===== config.mk =====
export PLATFORM = sky130hd
export DESIGN_NAME = chaos_pixel_xor
export DESIGN_NICKNAME = d
export VERILOG_FILES = /design/src/rtl/pxc_pkg.sv /design/src/rtl/pxc_ctrl.sv /design/src/rtl/pxc_datapath.sv /design/src/rtl/chaos_pixel_xor.sv
export SDC_FILE = /design/constraint.sdc
export NUM_CORES = 1
export LEC_CHECK = 0
export ABC_AREA = 1
export BUFFER_PORTS_ARGS = -buffer_cell sky130_fd_sc_hd__buf_2
export CAP_MARGIN = 10
export CORE_ASPECT_RATIO = 1.2
export CORE_MARGIN = 5
export CORE_UTILIZATION = 44
export DETAILED_ROUTE_END_ITERATION = 6
export GPL_ROUTABILITY_DRIVEN = 0
export HOLD_SLACK_MARGIN = 0.03
export PLACE_DENSITY_LB_ADDON = 0.25
export SLEW_MARGIN = 20
export SYNTH_ARGS = -nofsm -noshare
export SYNTH_HDL_FRONTEND = slang
export SYNTH_SLANG_ARGS = --single-unit

===== constraint.sdc =====
create_clock -name clk -period 2.3 [get_ports clk]
set_input_delay 0.575 -clock clk [delete_from_list [all_inputs] [get_ports clk]]
set_output_delay 0.575 -clock clk [all_outputs]
set_load 0.01 [all_outputs]

===== src/rtl/pxc_pkg.sv =====
package pxc_pkg;

  // Strobes passed from the control to the datapath each cycle
  typedef struct packed {
    logic adv;   // whole pipeline shifts by one slot
    logic take;  // a new pixel is accepted into the first slot
  } pxcStrobe_t;

endpackage


===== src/rtl/pxc_ctrl.sv =====
module pxc_ctrl
  import pxc_pkg::*;
#(
  parameter int COLS = 800,
  parameter int ROWS = 480
) (
  input  logic       clk,
  input  logic       rstN,
  input  logic       inValid,
  input  logic       inSof,
  input  logic       inEol,
  input  logic       outReady,
  output logic       inReady,
  output logic       keyStep,
  output pxcStrobe_t strb,
  output logic       outValid,
  output logic       outSof,
  output logic       outEol,
  output logic       outEof
);

  localparam int COL_W = (COLS > 1) ? $clog2(COLS) : 1;
  localparam int ROW_W = (ROWS > 1) ? $clog2(ROWS) : 1;
  localparam logic [COL_W-1:0] LAST_COL = COL_W'(COLS - 1);
  localparam logic [ROW_W-1:0] LAST_ROW = ROW_W'(ROWS - 1);

  logic accept;
  logic [COL_W-1:0] colCnt, curCol, nextCol;
  logic [ROW_W-1:0] rowCnt, curRow, nextRow;
  logic atFrameEnd;
  logic v1, sof1, eol1, eof1;
  logic v2, sof2, eol2, eof2;

  assign accept  = inValid & outReady;
  assign inReady = outReady;
  assign keyStep = accept;
  assign strb.adv  = outReady;
  assign strb.take = accept;

  // Position of the pixel being accepted; a start-of-frame forces position 0
  always_comb begin
    curCol = inSof ? '0 : colCnt;
    curRow = inSof ? '0 : rowCnt;
    atFrameEnd = (curCol == LAST_COL) && (curRow == LAST_ROW);
    if (atFrameEnd) begin
      nextCol = '0;
      nextRow = '0;
    end else if (curCol == LAST_COL) begin
      nextCol = '0;
      nextRow = curRow + 1'b1;
    end else begin
      nextCol = curCol + 1'b1;
      nextRow = curRow;
    end
  end

  always_ff @(posedge clk) begin
    if (!rstN) begin
      colCnt <= '0;
      rowCnt <= '0;
    end else if (accept) begin
      colCnt <= nextCol;
      rowCnt <= nextRow;
    end
  end

  // Two-slot marker pipeline, frozen as a whole while outReady is low
  always_ff @(posedge clk) begin
    if (!rstN) begin
      v1 <= 1'b0; sof1 <= 1'b0; eol1 <= 1'b0; eof1 <= 1'b0;
      v2 <= 1'b0; sof2 <= 1'b0; eol2 <= 1'b0; eof2 <= 1'b0;
    end else if (strb.adv) begin
      v1   <= inValid;
      sof1 <= inValid & inSof;
      eol1 <= inValid & inEol;
      eof1 <= inValid & atFrameEnd;
      v2   <= v1;
      sof2 <= sof1;
      eol2 <= eol1;
      eof2 <= eof1;
    end
  end

  assign outValid = v2;
  assign outSof   = sof2;
  assign outEol   = eol2;
  assign outEof   = eof2;

  // the position counters never leave the frame
  p_pos_in_range_r8: assert property (@(posedge clk) disable iff (!rstN)
    (int'(colCnt) < COLS) && (int'(rowCnt) < ROWS));

  // an accepted pixel occupies the first slot on the next edge
  p_accept_fills_r3: assert property (@(posedge clk) disable iff (!rstN)
    accept |=> v1);

  // output handshake and markers frozen across a stall
  p_stall_hold_r6: assert property (@(posedge clk) disable iff (!rstN)
    !outReady |=> ($stable(v2) && $stable(sof2) && $stable(eol2) && $stable(eof2)));

  // end-of-frame only ever rides on a valid pixel
  p_eof_valid_r8: assert property (@(posedge clk) disable iff (!rstN)
    eof2 |-> v2);

  generate
    if (COLS > 1) begin : g_restart_chk
      // start-of-frame pixel is position 0, so the next one is column 1
      p_sof_restart_r9: assert property (@(posedge clk) disable iff (!rstN)
        (accept && inSof) |=> (colCnt == COL_W'(1) && rowCnt == '0));
    end
  endgenerate

endmodule


===== src/rtl/pxc_datapath.sv =====
module pxc_datapath
  import pxc_pkg::*;
#(
  parameter int CHANNELS = 3,
  parameter int CH_W     = 8,
  parameter int STATE_W  = 32,
  parameter int FRAC_W   = 24,
  parameter int KEY_ROT  = 3
) (
  input  logic                                 clk,
  input  logic                                 rstN,
  input  pxcStrobe_t                           strb,
  input  logic [CHANNELS*CH_W-1:0]             inPixel,
  input  logic [CHANNELS-1:0][STATE_W-1:0]     states,
  output logic [CHANNELS*CH_W-1:0]             outPixel
);

  localparam int PIX_W   = CHANNELS * CH_W;
  localparam int KEY_LSB = FRAC_W - CH_W;

  logic [PIX_W-1:0] keyWord;
  logic [PIX_W-1:0] pix1, key1, pix2;
  logic unusedStateBits;

  assign unusedStateBits = ^states;

  generate
    for (genvar c = 0; c < CHANNELS; c++) begin : g_chan
      logic [CH_W-1:0] raw;
      assign raw = states[c][KEY_LSB +: CH_W];
      assign keyWord[c*CH_W +: CH_W] = (raw << KEY_ROT) | (raw >> (CH_W - KEY_ROT));
    end
  endgenerate

  // Slot 1 holds pixel and key of the accepted pixel; slot 2 holds the result
  always_ff @(posedge clk) begin
    if (!rstN) begin
      pix1 <= '0;
      key1 <= '0;
      pix2 <= '0;
    end else begin
      if (strb.take) begin
        pix1 <= inPixel;
        key1 <= keyWord;
      end
      if (strb.adv) begin
        pix2 <= pix1 ^ key1;
      end
    end
  end

  assign outPixel = pix2;

  // output data frozen while the pipeline is stalled
  p_data_hold_r6: assert property (@(posedge clk) disable iff (!rstN)
    !strb.adv |=> $stable(pix2));

  // the first slot only changes on an acceptance
  p_slot_load_r3: assert property (@(posedge clk) disable iff (!rstN)
    !strb.take |=> ($stable(pix1) && $stable(key1)));

endmodule


===== src/rtl/chaos_pixel_xor.sv =====
module chaos_pixel_xor
  import pxc_pkg::*;
#(
  parameter int STATE_W = 32,
  parameter int FRAC_W  = 24,
  parameter int KEY_ROT = 3,
  parameter int COLS    = 800,
  parameter int ROWS    = 480
) (
  input  logic               clk,
  input  logic               rstN,
  input  logic               inValid,
  output logic               inReady,
  input  logic [23:0]        inPixel,
  input  logic               inSof,
  input  logic               inEol,
  input  logic [STATE_W-1:0] stateR,
  input  logic [STATE_W-1:0] stateG,
  input  logic [STATE_W-1:0] stateB,
  output logic               keyStep,
  output logic               outValid,
  input  logic               outReady,
  output logic [23:0]        outPixel,
  output logic               outSof,
  output logic               outEol,
  output logic               outEof
);

  localparam int CHANNELS = 3;
  localparam int CH_W     = 8;

  pxcStrobe_t strb;
  logic [CHANNELS-1:0][STATE_W-1:0] stateVec;

  // Index 2 keys the top byte (red), index 0 the bottom byte (blue)
  assign stateVec = {stateR, stateG, stateB};

  pxc_ctrl #(
    .COLS(COLS),
    .ROWS(ROWS)
  ) u_ctrl (
    .clk      (clk),
    .rstN     (rstN),
    .inValid  (inValid),
    .inSof    (inSof),
    .inEol    (inEol),
    .outReady (outReady),
    .inReady  (inReady),
    .keyStep  (keyStep),
    .strb     (strb),
    .outValid (outValid),
    .outSof   (outSof),
    .outEol   (outEol),
    .outEof   (outEof)
  );

  pxc_datapath #(
    .CHANNELS (CHANNELS),
    .CH_W     (CH_W),
    .STATE_W  (STATE_W),
    .FRAC_W   (FRAC_W),
    .KEY_ROT  (KEY_ROT)
  ) u_dp (
    .clk      (clk),
    .rstN     (rstN),
    .strb     (strb),
    .inPixel  (inPixel),
    .states   (stateVec),
    .outPixel (outPixel)
  );

endmodule


==> Word level (Yosys, flattened, before mapping) <==
Index checks and enable logic that the tools add are counted.
{ "totals": {"regBits": 99, "in_bits": 126, "elab_cells": 32} }
{ "classes": {"n_addsub": 2, "n_eq_ne": 2, "muxes": 6, "bitwise_logic": 8, "reduce_logical": 1} }
{ "ops": {"columns": ["op", "n"], "rows": [
  ["$mux 10", 3],
  ["$mux 9", 3],
  ["$or 8x3->8", 3],
  ["$xor 24x24->24", 1],
  ["$add 10x1->10 const B", 1],
  ["$eq 10x10->1 const B", 1],
  ["$add 9x1->9 const B", 1],
  ["$eq 9x9->1 const B", 1],
  ["$and 1x1->1", 4],
  ["$logic_and 1x1->1", 1]
]} }

==> Longest topological paths before layout <==
{ "logic_depth": {"word_depth": 4, "depth_mapped": 15} }

==> Cells and area by module <==
Synthesis repeated with hierarchy kept, for this count alone.
{ "hier_totals": {"cells_unflattened": 675, "area_unflattened_um2": 4758.3} }
{ "by_module_without_submodules": {"columns": ["module", "n_inst", "cells_per_inst", "area_per_inst_um2", "seq_area_each_um2"], "rows": [
  ["pxc_datapath", 1, 408, 3100.5, 1441.4],
  ["pxc_ctrl", 1, 267, 1657.8, 540.5]
]} }

==> Least setup slack after synthesis <==
No wires, ideal clock.
{ "synth_timing": {"path_kind": "input port to flip-flop", "from": "input inSof", "to": "register u_ctrl.rowCnt[4]", "setup_time_ps": 132, "arrival_time_ps": 1749, "required_time_ps": 2168, "slack_ps": 419, "stages": 11, "path_cell_list": "buf_4 -> nor2_1 -> ha_1 -> nand3_2 -> nor2_2 -> nand3_2 -> buf_6 -> nor2_2 -> nand2_1 -> nand3_1 -> a21oi_1"} }
{ "synth_via": {"elab_chain_cells": 4, "elab_cells_between_ends": 8} }
{ "synth_rtl": {"columns": ["item", "line_no", "text"], "rows": [
  ["start, declared", "chaos_pixel_xor.sv:15", "input logic inSof,"],
  ["$mux 9 or $mux 10 (tied branches)", "pxc_ctrl.sv:43, pxc_ctrl.sv:42", null],
  ["$add 9x1->9, or another cell as far along", "pxc_ctrl.sv:50", "nextRow = curRow + 1'b1;"],
  ["$mux 9 or $logic_and 1x1->1 (tied branches)", "pxc_ctrl.sv:48, pxc_ctrl.sv:44", null],
  ["$mux 9 *", "pxc_ctrl.sv:45", "if (atFrameEnd) begin"],
  ["end signal, assigned", "pxc_ctrl.sv:63", "rowCnt <= nextRow;"],
  ["end, declared", "pxc_ctrl.sv:29", "logic [ROW_W-1:0] rowCnt, curRow, nextRow;"]
]} }
Mark *: on every way between the ends. The rest lies on a longest branch, timed or not.
A chain may end at the register's enable or synchronous reset.

==> Worst setup path after layout <==
{ "layout_timing": {"from": "input inSof", "to": "register u_ctrl.rowCnt[1]"} }
The elaborated chain is that of the path after synthesis.

==> results.json <==
{
  "final_nets": 825,
  "setup_viol": 0,
  "power_density_mw_per_mm2": 698,
  "clockBufferDepth": 2,
  "antenna_found_initial": 0,
  "viasPerCell": 4.75,
  "ys_types": 26,
  "yosys.area.top_type": "dfxtp_1",
  "met2_usage": 0.290,
  "slew_headroom": 0.617,
  "hp-start": "u_ctrl.rowCnt[8]",
  "critPathMostFrequentCell": "nand2_1",
  "finClkSkew_ns": 0.00593,
  "first_pass_iters": 4,
  "yosys.cell_count.top_type": "nor2_1",
  "seq_area_mm2": 0.00198,
  "critPathArrivalTime_ns": 2.08,
  "drc": 0,
  "path_clk_slew_ns": 0.06,
  "r2r_end": "u_ctrl.rowCnt[0]",
  "grt_pass1_wl_mm": 16.2,
  "drtAntennaViolNets": 0,
  "holdPathStages": 2,
  "initial_core_util": 0.453,
  "synth_ff_type": "dfxtp_1",
  "yosys_warnings": 0,
  "portBuffers": 83,
  "dp_hpwl_mm": 6.73,
  "synthCells": 617,
  "worst_ir_drop_vdd_mv": 0.389,
  "top_usage_layer": "met2",
  "avgSynthCellArea_um2": 7.02,
  "outcome": "completed",
  "cts-buffers-inserted": 9,
  "synth-seq-cells": 99,
  "gr-total-overflow": 0,
  "post_cts_resize_count": 0,
  "cp_num_buf_inv": 3,
  "vias": 3902,
  "area_delta_synth_final_pct": 19.0,
  "maxCapViolations": 0,
  "critical_path_required_ns": 2.52,
  "synth_area_leaders": "dfxtp_1, nor2_1, o21ai_0, nand2_1, xor2_1",
  "fin_crit_ns": 1.87,
  "dieHeight_um": 119,
  "die_x_um": 101,
  "reg2reg_from": "u_ctrl.colCnt[1]",
  "cts_setup_buffers": 0,
  "htreeDepth": 3,
  "grt_util_met3": 0.0348,
  "n_antenna_cell": 0,
  "finalWirelength_mm": 9.68,
  "clock_latency_ns": 0.34,
  "worst_slack_ns": 0.433,
  "hold_viol_final": 0,
  "yosysSeqAreaShare": 0.458,
  "worst-path-max-fanout": 6,
  "layout-drive-gt1-share": 0.183,
  "timing.final.max_slew_violations": 0,
  "dieArea_mm2": 0.0119,
  "cts_hold_buffers": 0,
  "fmax_ghz": 0.535,
  "cts_tree": "built",
  "hold_end": "u_ctrl.rowCnt[8]",
  "nFillCells": 1004,
  "total_power_uw": 3600,
  "synth-edff-count": 0,
  "holdCritPathClass": "reg2reg",
  "use_met1": 0.199,
  "slowest_stage": "ha_1",
  "syn_nets": 745,
  "multi_input_area_mm2": 0.00200,
  "grt_max_degree": 65,
  "grt_pass1_vias": 3637,
  "rsz0062_at_grt": "no",
  "cts.sinks": 99,
  "cp-start-kind": "input pin",
  "yosysTopAreaCellShare": 0.458,
  "netlist_area_mm2": 0.00433,
  "worst_pin_slew_ns": 0.574,
  "reg2regPathDepth": 10,
  "fin_tns_setup_ns": 0,
  "period_share": 0.812,
  "async_reset_ff_frac": 0,
  "std_cell_rows": 39,
  "end_kind": "flip-flop",
  "num_io_pins": 156,
  "cp_top_family": "simple AND/OR/NAND/NOR gates",
  "synth_commonest_cells": "nor2_1, dfxtp_1, o21ai_0",
  "reg2reg_slack_ns": 0.51,
  "drtIter0Drc": 136,
  "slowest_delay_ns": 0.21,
  "leakagePower_uw": 0.00248,
  "cts_root_buffer": "clkbuf_16",
  "wl_per_cell_um": 11.8,
  "grt_use_total": 0.166,
  "critical_path_class": "in2reg",
  "cp_cell_sequence": "buf_2 -> buf_4 -> nor2_1 -> ha_1 -> nand2_1 -> nor2_2 -> nand4_1 -> nand2_1 -> inv_1 -> nand2_1 -> a21oi_1",
  "dp_slack_ns": 0.0646,
  "core-area_mm2": 0.00956
}
[cell type report]
class / count / share of cell area
multi-input combinational: 432 / 0.388
sequential: 99 / 0.385
timing repair buffer: 102 / 0.108
clock buffer: 11 / 0.0471
inverter: 53 / 0.0391
tap: 123 / 0.0299
clock inverter: 2 / 0.00267
[through the flow]
stage               hold WS (ns)  instances   util  cell area (um^2)
floorplan                  0.441        617      -              4330
global placement           0.448        809  0.512              4900
detailed placement         0.455        809  0.512              4900
CTS                        0.464        822  0.539              5150
global route               0.476        822  0.539              5150
finish                     0.462        822  0.539              5150
[power by group]
| group | internal, uW | switching, uW | leakage [uW] |
|---|---|---|---|
| clock | 747 | 600 | 0.000128 |
| combinational | 161 | 223 | 0.00153 |
| sequential | 1810 | 57.1 | 0.000814 |
[worst register-to-register path, stage by stage, from the launching register on]
cell and delay (ns):
dfxtp_1 0.33, inv_1 0.08, nor2_1 0.09, ha_1 0.21
nand3_2 0.11, nor2_2 0.15, nand3_2 0.22, buf_4 0.22
xor2_1 0.13, nand2_1 0.07, a21oi_1 0.11
[metal layers]
| layer | routed length (um) | vias to the layer above | share of wire |
|---|---|---|---|
| li1 | - | 2088 | - |
| met4 | 149 | 0 | 0.015 |
| met5 | 0 | - | 0 |
| met3 | 426 | 12 | 0.044 |
| met1 | 4350 | 1724 | 0.45 |
| met2 | 4750 | 78 | 0.49 |
[logic make-up after synthesis]
family	share of synthesized area
xor gates and xnor gates	0.0566
adders and majority gates	0.00578
and+or+nand+nor	0.278
buffers and inverters	0.0809
AOI/OAI and AO/OA	0.121
DFF	0.458
[sequential cells by signal, summed over array words and instances, names as in the netlist, 9 cells and up]
signal         cells
u_ctrl.rowCnt      9
u_dp.key1         24
u_ctrl.colCnt     10
u_dp.pix1         24
u_dp.outPixel     24
[worst max path at each step]
| stage | endpoint | from | depth (start not counted) |
|---|---|---|---|
| 4_1_cts | u_ctrl.rowCnt[0] | inSof | 11 |
| 2_1_floorplan | u_ctrl.rowCnt[4] | inSof | 11 |
| 3_3_place_gp | u_ctrl.rowCnt[0] | inSof | 11 |
| 5_1_grt | u_ctrl.rowCnt[1] | inSof | 11 |
| 3_5_place_dp | u_ctrl.rowCnt[0] | inSof | 11 |
| 6_report | u_ctrl.rowCnt[1] | inSof | 11 |
[layout by cell type, fill, tap and decap left out, drive strengths merged]
| master | netlist | routed |
|---|---|---|
| nor2 | 190 | 190 |
| buf | 8 | 102 |
| dfxtp | 99 | 99 |
| o21ai | 82 | 82 |
| nand2 | 76 | 76 |
| inv | 53 | 54 |
| xor2 | 28 | 28 |
| nand3 | 23 | 23 |
| a21oi | 20 | 20 |
| clkbuf | 25 | 11 |
| nand4 | 4 | 4 |
| nand3b | 2 | 2 |
| ha | 2 | 2 |
| nor3 | 2 | 2 |
| o21a | 1 | 1 |
| o22ai | 1 | 1 |
| or2 | 1 | 1 |
| clkinv | 0 | 1 |
(Power assumes the default switching activity.)
